**src/rtl/cmt_pkg.sv**
```systemverilog
package cmt_pkg;

    // Register selector decoded from address bits [3:2]; order fixed by the map.
    typedef enum logic [1:0] {
        SEL_MATCH = 2'd0,
        SEL_COUNT = 2'd1,
        SEL_CTRL  = 2'd2,
        SEL_CLEAR = 2'd3
    } reg_sel_e;

    localparam int unsigned SEL_LSB   = 2;
    localparam int unsigned SEL_MSB   = 3;
    localparam int unsigned CTRL_BITS = 2;

    typedef struct packed {
        logic wrap_en;  // bit 1
        logic run;      // bit 0
    } ctrl_t;

    typedef struct packed {
        logic match;
        logic ctrl;
        logic clear;
    } wr_strobe_t;

    function automatic ctrl_t ctrl_from_bits(input logic [CTRL_BITS-1:0] b);
        ctrl_t c;
        c.run     = b[0];
        c.wrap_en = b[1];
        return c;
    endfunction

    function automatic wr_strobe_t decode_write(input logic wr, input logic mapped,
                                                input reg_sel_e sel);
        wr_strobe_t s;
        s.match = wr && mapped && (sel == SEL_MATCH);
        s.ctrl  = wr && mapped && (sel == SEL_CTRL);
        s.clear = wr && mapped && (sel == SEL_CLEAR);
        return s;
    endfunction

endpackage

```
**src/rtl/cmt_regs.sv**
```systemverilog
module cmt_regs
    import cmt_pkg::*;
#(
    parameter int unsigned DATA_W = 32,
    parameter int unsigned ADDR_W = 12
) (
    input  logic              clk,
    input  logic              rst,
    input  logic [ADDR_W-1:0] bus_addr,
    input  logic              bus_wr,
    input  logic [DATA_W-1:0] bus_wdata,
    input  logic [DATA_W-1:0] count,
    output logic [DATA_W-1:0] bus_rdata,
    output logic [DATA_W-1:0] match_q,
    output ctrl_t             ctrl_q,
    output ctrl_t             ctrl_nxt,
    output logic              clr_hold,
    output logic              match_wr
);
    localparam int unsigned HI_W = ADDR_W - SEL_MSB - 1;

    logic       mapped;
    reg_sel_e   sel;
    wr_strobe_t stb;
    logic       clr_q;

    generate
        if (HI_W > 0) begin : g_page_check
            assign mapped = (bus_addr[ADDR_W-1:SEL_MSB+1] == '0);
        end else begin : g_no_page_check
            assign mapped = 1'b1;
        end
    endgenerate

    assign sel      = reg_sel_e'(bus_addr[SEL_MSB:SEL_LSB]);
    assign stb      = decode_write(bus_wr, mapped, sel);
    assign match_wr = stb.match;

    always_comb begin
        ctrl_nxt = ctrl_q;
        if (stb.ctrl) ctrl_nxt = ctrl_from_bits(bus_wdata[CTRL_BITS-1:0]);
    end

    // A write of 1 takes effect on its own edge; the held bit keeps it zero after.
    assign clr_hold = clr_q || (stb.clear && bus_wdata[0]);

    always_ff @(posedge clk) begin
        if (rst) begin
            match_q <= '0;
            ctrl_q  <= '0;
            clr_q   <= 1'b0;
        end else begin
            if (stb.match) match_q <= bus_wdata;
            ctrl_q <= ctrl_nxt;
            if (stb.clear) clr_q <= bus_wdata[0];
        end
    end

    always_comb begin
        bus_rdata = '0;
        if (mapped) begin
            unique case (sel)
                SEL_MATCH: bus_rdata = match_q;
                SEL_COUNT: bus_rdata = count;
                SEL_CTRL:  bus_rdata = {{(DATA_W-CTRL_BITS){1'b0}}, ctrl_q};
                SEL_CLEAR: bus_rdata = {{(DATA_W-1){1'b0}}, clr_q};
                default:   bus_rdata = '0;
            endcase
        end
    end

    a_r2_unmapped_write: assert property (@(posedge clk) disable iff (rst)
        (bus_wr && !mapped) |=> ($stable(match_q) && $stable(ctrl_q)))
        else $error("R2 unmapped write changed state");

    a_r3_ctrl_write: assert property (@(posedge clk) disable iff (rst)
        stb.ctrl |=> (ctrl_q == $past(bus_wdata[CTRL_BITS-1:0])))
        else $error("R3 control write not captured");

endmodule

```
**src/rtl/cmt_counter.sv**
```systemverilog
module cmt_counter #(
    parameter int unsigned DATA_W = 32
) (
    input  logic              clk,
    input  logic              rst,
    input  logic              tick,
    input  logic              run,
    input  logic              wrap_en,
    input  logic              clr_hold,
    input  logic [DATA_W-1:0] match_val,
    output logic [DATA_W-1:0] count,
    output logic              hit
);
    localparam logic [DATA_W-1:0] ONE = {{(DATA_W-1){1'b0}}, 1'b1};

    logic [DATA_W-1:0] cnt_q, cnt_d;
    logic              step;

    assign hit   = (cnt_q == match_val);
    assign step  = run && tick;
    assign count = cnt_q;

    always_comb begin
        cnt_d = cnt_q;
        if (clr_hold)     cnt_d = '0;
        else if (step)    cnt_d = (wrap_en && hit) ? '0 : cnt_q + ONE;
    end

    always_ff @(posedge clk) begin
        if (rst) cnt_q <= '0;
        else     cnt_q <= cnt_d;
    end

    a_r4_hold: assert property (@(posedge clk) disable iff (rst)
        (!clr_hold && !(run && tick)) |=> $stable(cnt_q))
        else $error("R4 count moved without a tick");

    a_r4_increment: assert property (@(posedge clk) disable iff (rst)
        (!clr_hold && run && tick && !(wrap_en && cnt_q == match_val))
        |=> (cnt_q == $past(cnt_q) + ONE))
        else $error("R4 count did not step by one");

    a_r6_clear_holds: assert property (@(posedge clk) disable iff (rst)
        clr_hold |=> (cnt_q == '0))
        else $error("R6 count not zero under clear");

    a_r7_wrap: assert property (@(posedge clk) disable iff (rst)
        (!clr_hold && run && tick && wrap_en && cnt_q == match_val) |=> (cnt_q == '0))
        else $error("R7 wrap did not zero count");

endmodule

```
**src/rtl/cmt_irq.sv**
```systemverilog
module cmt_irq (
    input  logic clk,
    input  logic rst,
    input  logic run,
    input  logic run_nxt,
    input  logic match_wr,
    input  logic hit,
    output logic irq
);
    logic irq_q;

    always_ff @(posedge clk) begin
        if (rst)                       irq_q <= 1'b0;
        else if (!run_nxt || match_wr) irq_q <= 1'b0;
        else if (run && hit)           irq_q <= 1'b1;
    end

    assign irq = irq_q;

    a_r8_rise_cause: assert property (@(posedge clk) disable iff (rst)
        $rose(irq_q) |-> $past(run && hit))
        else $error("R8 interrupt rose without a match");

    a_r9_drop: assert property (@(posedge clk) disable iff (rst)
        (!run_nxt || match_wr) |=> !irq_q)
        else $error("R9 interrupt not dropped");

    a_r10_idle_low: assert property (@(posedge clk) disable iff (rst)
        !run |=> !$rose(irq_q))
        else $error("R10 interrupt rose while stopped");

endmodule

```
**src/rtl/cmt_timer.sv**
```systemverilog
module cmt_timer
    import cmt_pkg::*;
#(
    parameter int unsigned DATA_W = 32,
    parameter int unsigned ADDR_W = 12
) (
    input  logic              clk,
    input  logic              rst,
    input  logic              tick,
    input  logic [ADDR_W-1:0] bus_addr,
    input  logic              bus_wr,
    input  logic [DATA_W-1:0] bus_wdata,
    output logic [DATA_W-1:0] bus_rdata,
    output logic              irq
);
    logic [DATA_W-1:0] count, match_q;
    ctrl_t             ctrl_q, ctrl_nxt;
    logic              clr_hold, match_wr, hit;

    cmt_regs #(.DATA_W(DATA_W), .ADDR_W(ADDR_W)) regs_i (
        .clk(clk), .rst(rst),
        .bus_addr(bus_addr), .bus_wr(bus_wr), .bus_wdata(bus_wdata),
        .count(count), .bus_rdata(bus_rdata),
        .match_q(match_q), .ctrl_q(ctrl_q), .ctrl_nxt(ctrl_nxt),
        .clr_hold(clr_hold), .match_wr(match_wr)
    );

    cmt_counter #(.DATA_W(DATA_W)) counter_i (
        .clk(clk), .rst(rst), .tick(tick),
        .run(ctrl_q.run), .wrap_en(ctrl_q.wrap_en), .clr_hold(clr_hold),
        .match_val(match_q), .count(count), .hit(hit)
    );

    cmt_irq irq_i (
        .clk(clk), .rst(rst), .run(ctrl_q.run), .run_nxt(ctrl_nxt.run),
        .match_wr(match_wr), .hit(hit), .irq(irq)
    );

    a_r1_reset_idle: assert property (@(posedge clk) rst |=> (!irq && count == '0))
        else $error("R1 reset state wrong");

endmodule

```
**config.mk**
```make
export PLATFORM = sky130hd
export DESIGN_NAME = cmt_timer
export DESIGN_NICKNAME = d
export VERILOG_FILES = /design/src/rtl/cmt_pkg.sv /design/src/rtl/cmt_regs.sv /design/src/rtl/cmt_counter.sv /design/src/rtl/cmt_irq.sv /design/src/rtl/cmt_timer.sv
export SDC_FILE = /design/constraint.sdc
export NUM_CORES = 1
export LEC_CHECK = 0
export ABC_AREA = 1
export BUFFER_PORTS_ARGS = -buffer_cell sky130_fd_sc_hd__buf_2
export CAP_MARGIN = 20
export CORE_MARGIN = 2
export CORE_UTILIZATION = 31
export DETAILED_ROUTE_END_ITERATION = 8
export HOLD_SLACK_MARGIN = 0.03
export MAX_ROUTING_LAYER = met4
export SLEW_MARGIN = 20
export SYNTH_ARGS = -nofsm -noshare
export SYNTH_HDL_FRONTEND = slang
export SYNTH_SLANG_ARGS = --single-unit
```
**constraint.sdc**
```tcl
create_clock -name clk -period 1.7 [get_ports clk]
set_input_delay 0.17 -clock clk [delete_from_list [all_inputs] [get_ports clk]]
set_output_delay 0.17 -clock clk [all_outputs]
set_load 0.005 [all_outputs]
```
==> results of run 1 <==
flip-flops by register name, indices dropped and copies added, names as in the netlist:
| register | count |
|---|---|
| regs_i.ctrl_q | 2 |
| irq_i.irq | 1 |
| regs_i.match_q | 32 |
| counter_i.count | 32 |
| regs_i.clr_q | 1 |
how the worst max path moves through the flow:
stage	slack, ns	endpoint	depth (start not counted)	startpoint
2_1_floorplan	0.24	counter_i.count[19]	11	counter_i.count[22]
3_3_place_gp	0.06	counter_i.count[20]	9	counter_i.count[0]
3_5_place_dp	0.06	counter_i.count[14]	10	counter_i.count[0]
4_1_cts	0.05	counter_i.count[27]	9	counter_i.count[14]
5_1_grt	-0.009	counter_i.count[14]	10	counter_i.count[0]
6_report	0.16	counter_i.count[3]	11	counter_i.count[9]
tightest hold or removal path, stage by stage:
cell     delay, ns
buf_2         0.07
o21ai_0       0.07
a21oi_1       0.10
layout by cell type, fill, tap and decap left out, types with 2 or more instances in the layout:
master	count
a21oi_1	66
buf_12	4
buf_2	78
buf_4	36
clkbuf_16	9
clkbuf_8	3
clkinvlp_4	2
dfxtp_1	55
dfxtp_2	13
inv_1	69
nand2_1	138
nand2_2	2
nand3_1	51
nand3_2	4
nand4_1	3
nor2_1	68
nor2_2	8
nor2_4	5
nor3_1	5
nor3_4	2
o21ai_0	36
xnor2_1	28
xor2_1	19
metal layers:
layer,up-vias,share of wire,global-route usage
met5,-,0,-
met4,0,0.018,0.0557
met3,15,0.053,0.0469
met2,88,0.44,0.272
met1,1768,0.49,0.222
li1,2129,-,-
final cells by class:
type | instances | area (µm²)
Timing Repair Buffer | 120 | 762
Inverter | 70 | 263
Clock inverter | 3 | 20.0
Clock buffer | 13 | 270
Fill cell | 1377 | 7350
Multi-Input combinational cell | 442 | 2260
Tap cell | 172 | 215
Sequential cell | 68 | 1380
stage by stage:
stage                     power, W  setup WS [ns]  hold slack (ns)  instances  cell area [µm²]
after floorplan            0.00171          0.242            0.239        609             3960
after global placement     0.00181         0.0643            0.389        871             4790
after detailed placement   0.00181         0.0580            0.392        871             4790
after CTS                  0.00364         0.0477           0.0987        888             5090
after global routing       0.00373       -0.00934            0.102        888             5160
final                      0.00359          0.156            0.105        888             5160
kinds of logic after synthesis:
kind of cell,synth area share
xor+xnor,0.104
fa+ha+maj,0.00316
compound gates,0.135
mux,0.00253
simple gates,0.311
flops,0.344
buf+inv,0.101
power breakdown:
group / switching (W) / internal, W
logic: 0.000107 / 0.0000768
registers: 0.000000473 / 0.00159
clock network: 0.000712 / 0.00110
repair_timing:
action,4_1_cts,5_1_grt
setup buffers,0,0
setup endpoints to repair,0,32
endpoints found under the hold margin,1,0
resized for setup,0,28
hold buffers,1,0
==> impl_results.md, run 1 <==
* Critical Path AT at 1.77 ns
* FFs w/ async S/R, synth at 0
* Global route total overflow at 0
* RSZ-0062 raised after global routing: yes
* Top-count cell post-synth: nand2_1
* Leak at 2.05 nW
* Crit-path max cell delay at 0.35 ns
* Largest net degree at the start of global routing at 40
* TritonCTS clock tree: built
* Max Cap Viol at 0
* Setup-failing EPs final at 0
* Via count of the first global-routing pass at 3,788
* Final net count at 760
* Sequential area share after synthesis at 0.344
* Worst Path Max Fanout at 20
* Final WL at 10.8 mm
* CP top delay family: simple AND/OR/NAND/NOR gates
* Skew-Pair Late Insertion Delay at 0.34 ns
* Clk_skew at 0.00819 ns
* #FFs+latches synth at 68
* Placer Congestion at 0.832
* Reg2reg end: counter_i.count[3]
* Critical Path RT at 1.92 ns
* Worst reg-to-reg setup slack at 0.16 ns
* Crit end category: flop
* DRT Pass-1 Iters at 6
* Initial antenna violation count at 0
* Post-Syn Instances at 609
* Final core utilization at 0.413
* Hpwl dp at 8.10 mm
* Max Clk Rate at 0.648 GHz
* IO Count at 81
* Crit path top cell by count: nand2_1
* Warnings, synthesis at 0
* Cell variety after synth at 27
* # DRC at 0
* Buf/Inv on CP at 2
* Via density at 4.50
* Min Tclk post-route at 1.54 ns
* R2R Path Start: counter_i.count[9]
* Worst-Margin Slew at 0.389 ns
* Die width at 117 µm
* Final hold violations at 0
* Worst hold path type: in -> reg
* Port Buffer Count at 78
* Share of the synthesized area in the top cell type at 0.344
* Pwr per Cell Area at 696 nW/µm²
* Average wire per standard cell at 12.2 µm
* Num CTS Buffers at 9
* Fraction of layout cells with a size suffix above 1 at 0.240
* Syn Nets at 658
* Post-route setup TNS at 0 ns
* Critical path startpoint category: flop
* H-tree depth at 3
* Worst-path cell chain: inv_1, nand2_1, nand2_1, nand2_1, nor2_1, nand2_1, nor2_2, nand3_2, nand2_2, buf_12, nor2_1
* Initial DRC count at 162
* ANT cells at 0
* Via count at 4,000
* Die area at 13,700 µm²
* Hold Path Origin: bus_wdata[18]
* Synth area leader: dfxtp_1
* Critical path's slowest cell: dfxtp_2
* R2R cell count at 11
* Post-route ant nets at 0
* Reg clk slew, reported paths at 0.06 ns
* Root buf cell: clkbuf_16
* Predominant post-synthesis flop cell: dfxtp_1
* Hold Crit Depth at 3
* VDD IR max at 0.355 mV
* Clock buffer depth at 2
* Crit path kind: reg -> reg
* GRT Total Usage at 0.175
* CTS sink count at 68
* Synth Area per Inst at 6.50 µm²
* Core area at 12,500 µm²
* P&R area growth vs syn at 30.5%
* Initial Utilization at 0.316
* Slew Limit Fails at 0
* First-pass GRT wire length at 18.0 mm
* Rel. slew slack at 0.740
* Hold Crit Endpoint: regs_i.match_q[18]
* Status: completed
* Placement Rows at 41
* Die height at 117 µm
* EDFF count, synth at 0
* Synthesized area at 3960 µm²
* Top cells by area, synth: dfxtp_1 34%, nand2_1 13%, a21oi_1 8.3%
* Final period util at 0.908
* Commonest cells post-synth: 139 x nand2_1, 75 x nor2_1, 69 x inv_1
Power figures use the tool's default switching activity.
==> inputs of run 2 (changes only) <==
--- a/config.mk
+++ b/config.mk
@@ -10,6 +10,7 @@
 export CAP_MARGIN = 20
 export CORE_MARGIN = 2
 export CORE_UTILIZATION = 31
+export CTS_BUF_LIST = sky130_fd_sc_hd__clkbuf_4 sky130_fd_sc_hd__clkbuf_8
 export DETAILED_ROUTE_END_ITERATION = 8
 export HOLD_SLACK_MARGIN = 0.03
 export MAX_ROUTING_LAYER = met4
==> impl_results.md, run 2 (synthesis gave the netlist of run 1 again) <==
* Leak at 2.00 nW (was 2.05 nW)
* Slew Limit Fails at 0 (unchanged)
* Root buf cell: clkbuf_8 (was clkbuf_16)
* Min Tclk post-route at 1.55 ns (was 1.54 ns)
* Num CTS Buffers at 9 (unchanged)
* Via density at 4.49 (was 4.50)
* TritonCTS clock tree: built (unchanged)
* Crit path top cell by count: nand2_1 (unchanged)
* Core area at 12,500 µm² (unchanged)
* Die height at 117 µm (unchanged)
* Pwr per Cell Area at 611 nW/µm² (was 696 nW/µm²)
* VDD IR max at 0.287 mV (was 0.355 mV)
* Worst-path cell chain: inv_1, nand2_1, nand2_1, nand2_1, nor2_1, nand2_1, nor2_2, nand3_2, nand2_2, buf_12, nor2_1 (unchanged)
* CTS sink count at 68 (unchanged)
* Die area at 13,700 µm² (unchanged)
* Critical path's slowest cell: dfxtp_2 (unchanged)
* First-pass GRT wire length at 17.9 mm (was 18.0 mm)
* Initial antenna violation count at 0 (unchanged)
* Initial Utilization at 0.316 (unchanged)
* Port Buffer Count at 78 (unchanged)
* # DRC at 0 (unchanged)
* DRT Pass-1 Iters at 5 (was 6)
* Final Non-Filler Cells at 888 (unchanged)
* P_sw at 0.000759 W (was 0.000819 W)
* Design Area, Final at 5060 µm² (was 5160 µm²)
* Crit end category: flop (unchanged)
* Fraction of layout cells with a size suffix above 1 at 0.237 (was 0.240)
* Max Cap Viol at 0 (unchanged)
* H-tree depth at 3 (unchanged)
* Fillers at 1,388 (was 1,377)
* Die width at 117 µm (unchanged)
* Clk_skew at 0.00954 ns (was 0.00819 ns)
* Initial DRC count at 176 (was 162)
* Switch share at 0.246 (was 0.228)
* Clock buffer depth at 2 (unchanged)
* Worst-Margin Slew at 0.389 ns (about the same)
* Rel. slew slack at 0.741 (was 0.740)
* Register Area at 1380 µm² (about the same)
* Commonest non-fill, non-tap cell in the layout: nand2_1 (unchanged)
* Average wire per standard cell at 12.1 µm (was 12.2 µm)
* IO Count at 81 (unchanged)
* WHS at 0.0772 ns (was 0.105 ns)
* Critical path startpoint category: flop (unchanged)
* Final hold violations at 0 (unchanged)
* Worst reg-to-reg setup slack at 0.15 ns (was 0.16 ns)
* Worst Path Max Fanout at 20 (unchanged)
* Critical Path AT at 1.81 ns (was 1.77 ns)
* Max Clk Rate at 0.645 GHz (was 0.648 GHz)
* Final period util at 0.912 (was 0.908)
* Worst hold path type: in -> reg (unchanged)
* GRT Total Usage at 0.174 (was 0.175)
* RSZ-0062 raised after global routing: yes (unchanged)
* Sequential share of power at 0.515 (was 0.444)
* Multi-input gate area in the final layout at 2250 µm² (was 2260 µm²)
* Total placed instance area at 4790 µm² (unchanged)
* Largest net degree at the start of global routing at 40 (unchanged)
* Final WL at 10.8 mm (about the same)
* CP top delay family: simple AND/OR/NAND/NOR gates (unchanged)
* Critical Path RT at 1.96 ns (was 1.92 ns)
* Placement Rows at 41 (unchanged)
* P&R area growth vs syn at 27.9% (was 30.5%)
* Hpwl dp at 8.10 mm (unchanged)
* Status: completed (unchanged)
* Buf/Inv on CP at 2 (unchanged)
* Reg clk slew, reported paths at 0.08 ns (was 0.06 ns)
* Post-route ant nets at 0 (unchanged)
* Cell Int Power at 0.00233 W (was 0.00278 W)
* Final net count at 760 (unchanged)
* Setup-failing EPs final at 0 (unchanged)
* Placer Congestion at 0.832 (unchanged)
* Clock Power Share at 0.425 (was 0.505)
* Crit-path max cell delay at 0.36 ns (was 0.35 ns)
* Placed insts at 871 (unchanged)
* Via count of the first global-routing pass at 3,776 (was 3,788)
* Comb power frac at 0.060 (was 0.051)
* Via count at 3,985 (was 4,000)
* Crit path kind: reg -> reg (unchanged)
* Skew-Pair Late Insertion Delay at 0.37 ns (was 0.34 ns)
* ANT cells at 0 (unchanged)
* Commonest non-fill, non-tap cells in the layout: 138 x nand2_1, 78 x buf_2, 69 x inv_1, 69 x nor2_1, 66 x a21oi_1 (was 138 x nand2_1, 78 x buf_2, 69 x inv_1)
* Global route total overflow at 0 (unchanged)
-- run 2: worst reg2reg max path, stage by stage (launching register included) --
cell and delay [ns]:
dfxtp_2 0.36, inv_1 0.09, nand2_1 0.06, nand2_1 0.05, nand2_1 0.05, nor2_1 0.15, nand2_1 0.12, nor2_2 0.13
nand3_2 0.10, nand2_2 0.11, buf_12 0.17, nor2_1 0.06
-- run 2: routing by layer --
metal	track usage	share of wire	vias up	routed length [µm]
li1	-	-	2123	-
met1	0.221	0.49	1766	5280
met2	0.272	0.44	84	4740
met3	0.0494	0.056	12	602
met4	0.0478	0.013	0	144
met5	-	0	-	0
-- run 2: final cells by class --
type                            count  share of cell area
Inverter                           70              0.0519
Sequential cell                    68               0.272
Multi-Input combinational cell    442               0.445
Clock inverter                      3             0.00396
Clock buffer                       13              0.0341
Tap cell                          172              0.0425
Timing Repair Buffer              120               0.151
-- run 2: repair_timing --
item	4_1_cts	5_1_grt
buffers inserted	0	0
gates resized for setup	0	25
setup endpoints to repair	0	32
hold endpoints to repair	2	0
hold buffers	1	0
-- run 2: final timing paths --
path / startpoint / endpoint / cells after the start
setup / recovery: counter_i.count[9] / counter_i.count[16] / 11
hold reg to reg: irq_i.irq / irq_i.irq / 2
hold / removal: bus_wdata[22] / regs_i.match_q[22] / 3
setup reg to reg: counter_i.count[9] / counter_i.count[16] / 11
-- run 2: power by group through the flow --
stage	sequential, W	combinational, W	clock (W)
global route	0.00159	0.000208	0.00141
detailed placement	0.00163	0.000182	0
global placement	0.00163	0.000182	0
CTS	0.00159	0.000184	0.00136
floorplan	0.00163	0.0000825	0
finish	0.00159	0.000184	0.00131
-- run 2: through the flow --
stage	utilization	setup WS (ns)	TNS (ns)	total power, W
after floorplan	-	0.242	0	0.00171
after global placement	0.383	0.0643	0	0.00181
after detailed placement	0.383	0.0580	0	0.00181
final	0.404	0.150	0	0.00309
after CTS	0.399	0.0444	0	0.00314
after global routing	0.404	-0.0104	-0.0104	0.00321
